--- src/rtl/rsg_pkg.sv ---
package rsg_pkg;
    localparam int FIELD_W   = 3;
    localparam int NUM_OUT   = 3;
    localparam int MAX_SHIFT = 3;
    localparam int CNT_W     = MAX_SHIFT;

    typedef logic [FIELD_W-1:0] code_t;

    typedef struct packed {
        code_t bus;
        code_t per;
        code_t sys;
    } cfg_t;

    localparam int CFG_W = $bits(cfg_t);
endpackage

--- src/rtl/rsg_divcnt.sv ---
module rsg_divcnt #(
    parameter int CNT_W = 3
) (
    input  logic             clk,
    input  logic             rst_n,
    output logic [CNT_W-1:0] cnt_o,
    output logic             last_o
);
    typedef struct packed {
        logic [CNT_W-1:0] cnt;
    } st_t;

    st_t st_d, st_q;

    always_comb begin
        st_d     = st_q;
        st_d.cnt = st_q.cnt + 1'b1;
    end

    always_ff @(posedge clk or negedge rst_n) begin
        if (!rst_n) st_q <= '0;
        else        st_q <= st_d;
    end

    assign cnt_o  = st_q.cnt;
    assign last_o = (st_q.cnt == {CNT_W{1'b1}});
endmodule

--- src/rtl/rsg_ctrl.sv ---
module rsg_ctrl
    import rsg_pkg::*;
#(
    parameter int MAX_CODE = 3
) (
    input  logic clk,
    input  logic rst_n,
    input  logic wr_en,
    input  cfg_t wr_cfg,
    input  logic last_i,
    output cfg_t app_o,
    output logic err_o
);
    typedef struct packed {
        cfg_t app;
        cfg_t pend;
        logic pv;
        logic err;
    } st_t;

    st_t  st_d, st_q;
    logic reserved;
    logic misorder;

    always_comb begin
        reserved = (int'(wr_cfg.sys) > MAX_CODE) ||
                   (int'(wr_cfg.per) > MAX_CODE) ||
                   (int'(wr_cfg.bus) > MAX_CODE);
        misorder = (wr_cfg.per < wr_cfg.sys) || (wr_cfg.bus < wr_cfg.sys);

        st_d = st_q;
        // hand the pending word over only at the wrap edge
        if (last_i && st_q.pv) begin
            st_d.app = st_q.pend;
            st_d.pv  = 1'b0;
        end
        if (wr_en && !reserved) begin
            if (misorder) begin
                st_d.err = 1'b1;
            end else begin
                st_d.pend = wr_cfg;
                st_d.pv   = 1'b1;
            end
        end
    end

    always_ff @(posedge clk or negedge rst_n) begin
        if (!rst_n) st_q <= '0;
        else        st_q <= st_d;
    end

    assign app_o = st_q.app;
    assign err_o = st_q.err;
endmodule

--- src/rtl/rsg_strobe.sv ---
module rsg_strobe
    import rsg_pkg::*;
#(
    parameter int CNT_W = 3
) (
    input  logic [CNT_W-1:0] cnt_i,
    input  code_t            code_i,
    output logic             en_o
);
    always_comb begin
        en_o = 1'b1;
        for (int i = 0; i < CNT_W; i++) begin
            if ((i < int'(code_i)) && cnt_i[i]) en_o = 1'b0;
        end
    end
endmodule

--- src/rtl/rate_strobe_gen.sv ---
module rate_strobe_gen
    import rsg_pkg::*;
(
    input  logic             clk,
    input  logic             rst_n,
    input  logic             wr_en,
    input  logic [CFG_W-1:0] wr_data,
    output logic [CFG_W-1:0] rd_data,
    output logic             err,
    output logic             sys_en,
    output logic             per_en,
    output logic             bus_en
);
    logic [CNT_W-1:0] cnt_q;
    logic             last;
    cfg_t             app;
    code_t            codes [NUM_OUT];
    logic [NUM_OUT-1:0] en_vec;

    rsg_divcnt #(.CNT_W(CNT_W)) u_cnt (
        .clk    (clk),
        .rst_n  (rst_n),
        .cnt_o  (cnt_q),
        .last_o (last)
    );

    rsg_ctrl #(.MAX_CODE(MAX_SHIFT)) u_ctrl (
        .clk    (clk),
        .rst_n  (rst_n),
        .wr_en  (wr_en),
        .wr_cfg (cfg_t'(wr_data)),
        .last_i (last),
        .app_o  (app),
        .err_o  (err)
    );

    assign codes[0] = app.sys;
    assign codes[1] = app.per;
    assign codes[2] = app.bus;

    for (genvar g = 0; g < NUM_OUT; g++) begin : g_out
        rsg_strobe #(.CNT_W(CNT_W)) u_stb (
            .cnt_i  (cnt_q),
            .code_i (codes[g]),
            .en_o   (en_vec[g])
        );
    end

    assign sys_en  = en_vec[0];
    assign per_en  = en_vec[1];
    assign bus_en  = en_vec[2];
    assign rd_data = app;
endmodule

--- config.mk ---
export PLATFORM = sky130hd
export DESIGN_NAME = rate_strobe_gen
export DESIGN_NICKNAME = d
export VERILOG_FILES = /design/src/rtl/rsg_pkg.sv /design/src/rtl/rsg_divcnt.sv /design/src/rtl/rsg_ctrl.sv /design/src/rtl/rsg_strobe.sv /design/src/rtl/rate_strobe_gen.sv
export SDC_FILE = /design/constraint.sdc
export NUM_CORES = 1
export LEC_CHECK = 0
export BUFFER_PORTS_ARGS = -buffer_cell sky130_fd_sc_hd__buf_4
export CORE_MARGIN = 1.5
export CORE_UTILIZATION = 30
export DETAILED_ROUTE_END_ITERATION = 6
export HOLD_SLACK_MARGIN = 0.15
export PLACE_DENSITY = 0.59
export SYNTH_ARGS = -nofsm -noshare
export SYNTH_HDL_FRONTEND = slang
export SYNTH_HIERARCHICAL = 1
export SYNTH_SLANG_ARGS = --single-unit
--- constraint.sdc ---
create_clock -name clk -period 2.1 [get_ports clk]
set_input_delay 0.315 -clock clk [delete_from_list [all_inputs] [get_ports clk]]
set_output_delay 0.315 -clock clk [all_outputs]
set_load 0.03 [all_outputs]
==> summary.txt <==
Outcome - finished, final reports clean
Max_cap viols - 0
CTS clk-pin slew, worst paths - 80 ps
Final Hold Viols - 0
Sink Count - 23
Post-route ant nets - 0
Relative slew slack - 0.749
Synth Area in Compound Gates - 0.0562
GRT overflow - 0
Core area - 3630 um2
Slew Limit Fails - 0
Synth Register Bits - 23
Synth area leaders - dfrtp_1 (51%), mux2_2 (8.9%), mux2_4 (7.9%)
Final non-filler cell total - 154
Hold Crit Class - in -> reg
Synth area leader - dfrtp_1
Synth warnings - 6
Clock tree buffer depth - 2
Iter 0 DRT Violations - 26
Req. time, crit path - 1780 ps
FFs w/ async S/R, synth - 1.00
Peak VDD IR - 0.256 mV
Die area - 4160 um2
Syn Nets - 104
IO Port Bufs - 24
FILL cells - 355
Post-synth EDFFs - 0
Area share of the largest cell type after synthesis - 0.507
Pwr Total - 1.13 mW
Tmin final - 1780 ps
Setup bufs post-CTS - 0
Horiz. Die Dim - 64.5 um
Largest family of logic cells by synthesized area - multiplexers
Tightest Pin Transition - 375 ps
Element type at the critical path end - primary output
WL/cell - 12.0 um
Unique masters post-synth - 19
Worst-Skew Late Latency - 260 ps
Startpoint Class - flip-flop
Cells after Synth - 86
Reg2reg end - u_ctrl/app_o[4]$_DFFE_PN0P_
Post-CTS Resized - 0
Row count - 22
Fin Setup TNS - 0 ps
FF-to-FF Start - u_cnt/cnt_o[0]$_DFF_PN0_
I/O pins - 25
Fraction of layout cells with a size suffix above 1 - 0.481
Predominant post-synthesis flop cell - dfrtp_1
Sequential area share after synthesis - 0.507
Initial antenna violation count - 0
Netlist Area Pre-Place - 1130 um2
Hold path cells - 2
Synthesis-to-finish area growth - 20.4%
Lkg Pwr - 0.696 nW
Most instantiated cells after synthesis - dfrtp_1 (23), buf_4 (9), mux2_2 (9)
Clock Skews - 2.82 ps
Placed Cells - 149
Gpl congestion - 0.701
Count leader, synth - dfrtp_1
Die height - 64.5 um
Synth Area in Adders - 0.0662
CTS tree - done
First-pass GRT wire length - 3.33 mm
Worst Slack Setup Final - 316 ps
CTS Root Cell - clkbuf_8
GR Util All Layers - 0.103
DRT Wirelength - 1.85 mm
Largest net degree at the start of global routing - 24
DR DRC count - 0
Vias in the first global route - 671
Routed vias/inst - 4.53
Min-Delay Endpoint - u_ctrl/st_q[5]$_DFFE_PN0P_
Hold_ws - 287 ps
Routed via count - 697
R2R cell count - 4
Synthesized area per cell - 13.2 um2
# setup viols final - 0
Critical path class - reg -> out
1st-pass router iterations - 4
Placement Setup Slack - 375 ps
Nets - 125
Initial Utilization - 0.312
CTS H-tree lvls - 1
Hold path start - wr_data[3]
Worst endpoint data arrival time - 1470 ps
Ant diodes - 0
Post-synthesis mux area share - 0.169
Xor-xnor portion of the synthesized cell area - 0
Simple-Gate Fraction of Synth Area - 0.129
Crit share post-route - 0.850
Worst-path maximum fanout - 11
PD cells - 831 nW/um2
RSZ-0062 raised after global routing - false
Max frequency - 560 MHz
Hpwl dp - 1.45 mm
R2R setup slack - 360 ps
Number of CTS-inserted buffers - 3
-- registers in the layout, indices dropped and copies added (netlist names) --
name          flops
u_ctrl/st_q      10
u_cnt/cnt_o       3
u_ctrl/err_o      1
u_ctrl/app_o      9
-- final cells by class --
| cell class | count | area, um2 | share of cell area |
|---|---|---|---|
| timing repair buffer | 25 | 190 | 0.139 |
| sequential | 23 | 576 | 0.421 |
| clock buffer | 3 | 41.3 | 0.0302 |
| clock inverter | 1 | 7.51 | 0.00549 |
| multi-input combinational | 50 | 477 | 0.349 |
| inverter | 4 | 15.0 | 0.0110 |
| tap | 48 | 60.1 | 0.0440 |
-- routing by layer --
metal | track usage | vias to the layer above | routed length (um)
met5 | 0 | - | 0
met3 | 0.0260 | 2 | 85
met1 | 0.147 | 338 | 913
met2 | 0.154 | 17 | 835
met4 | 0.0319 | 0 | 19
li1 | - | 340 | -
-- power by group --
| part | internal, mW | total (mW) | switching (mW) | leakage [nW] |
|---|---|---|---|---|
| combinational | 0.157 | 0.320 | 0.163 | 0.371 |
| sequential | 0.498 | 0.542 | 0.0432 | 0.303 |
| clock | 0.134 | 0.273 | 0.139 | 0.0217 |
-- logic make-up (layout without fill, tap and decap cells) --
logic type / Yosys count / in the layout
multiplexers: 15 / 15
buffers and inverters: 13 / 33
adder cells (fa/ha/maj): 6 / 6
AO/OA/AOI/OAI: 9 / 9
flip-flops: 23 / 23
AND/OR/NAND/NOR: 20 / 20
-- worst max path at each step --
| stage | start | slack (ps) | endpoint |
|---|---|---|---|
| after global placement | u_cnt/cnt_o[0]$_DFF_PN0_ | 430 | u_ctrl/app_o[1]$_DFFE_PN0P_ |
| after CTS | u_cnt/cnt_o[0]$_DFF_PN0_ | 300 | per_en |
| after detailed placement | u_cnt/cnt_o[0]$_DFF_PN0_ | 380 | u_ctrl/app_o[2]$_DFFE_PN0P_ |
| after global routing | u_cnt/cnt_o[0]$_DFF_PN0_ | 240 | bus_en |
| final | u_cnt/cnt_o[0]$_DFF_PN0_ | 320 | per_en |
| after floorplan | u_cnt/cnt_o[0]$_DFF_PN0_ | 530 | u_ctrl/app_o[0]$_DFFE_PN0P_ |
-- per-stage QoR --
| step | area (um2) | utilization |
|---|---|---|
| 2_1_floorplan | 1130 | - |
| 3_3_place_gp | 1310 | 0.360 |
| 3_5_place_dp | 1310 | 0.360 |
| 4_1_cts | 1370 | 0.376 |
| 5_1_grt | 1370 | 0.376 |
| 6_report | 1370 | 0.376 |
-- cell usage in the layout, fill, tap and decap left out --
cell,n
mux2_2,9
inv_1,4
o21ai_0,1
o21ai_2,2
a21oi_1,2
a211oi_1,3
dlygate4sd3_1,1
a21o_2,1
mux2_4,6
nor4_1,3
buf_4,24
and2b_1,2
and2_2,3
or3_1,3
dfrtp_1,23
nand3_4,1
nor3_1,3
clkbuf_8,3
nand2_1,4
clkinvlp_4,1
nor4b_4,1
ha_1,6
-- critical path, stage by stage (launching register included) --
cell and delay (ps):
dfrtp_1 540, a211oi_1 120, or3_1 380, buf_4 170
-- what timing repair did --
item | 4_1_cts | 5_1_grt
setup endpoints to repair | 0 | 0
hold buffers | 1 | 0
endpoints found under the hold margin | 23 | 0
Note: power is estimated with default switching activity, not from simulation.
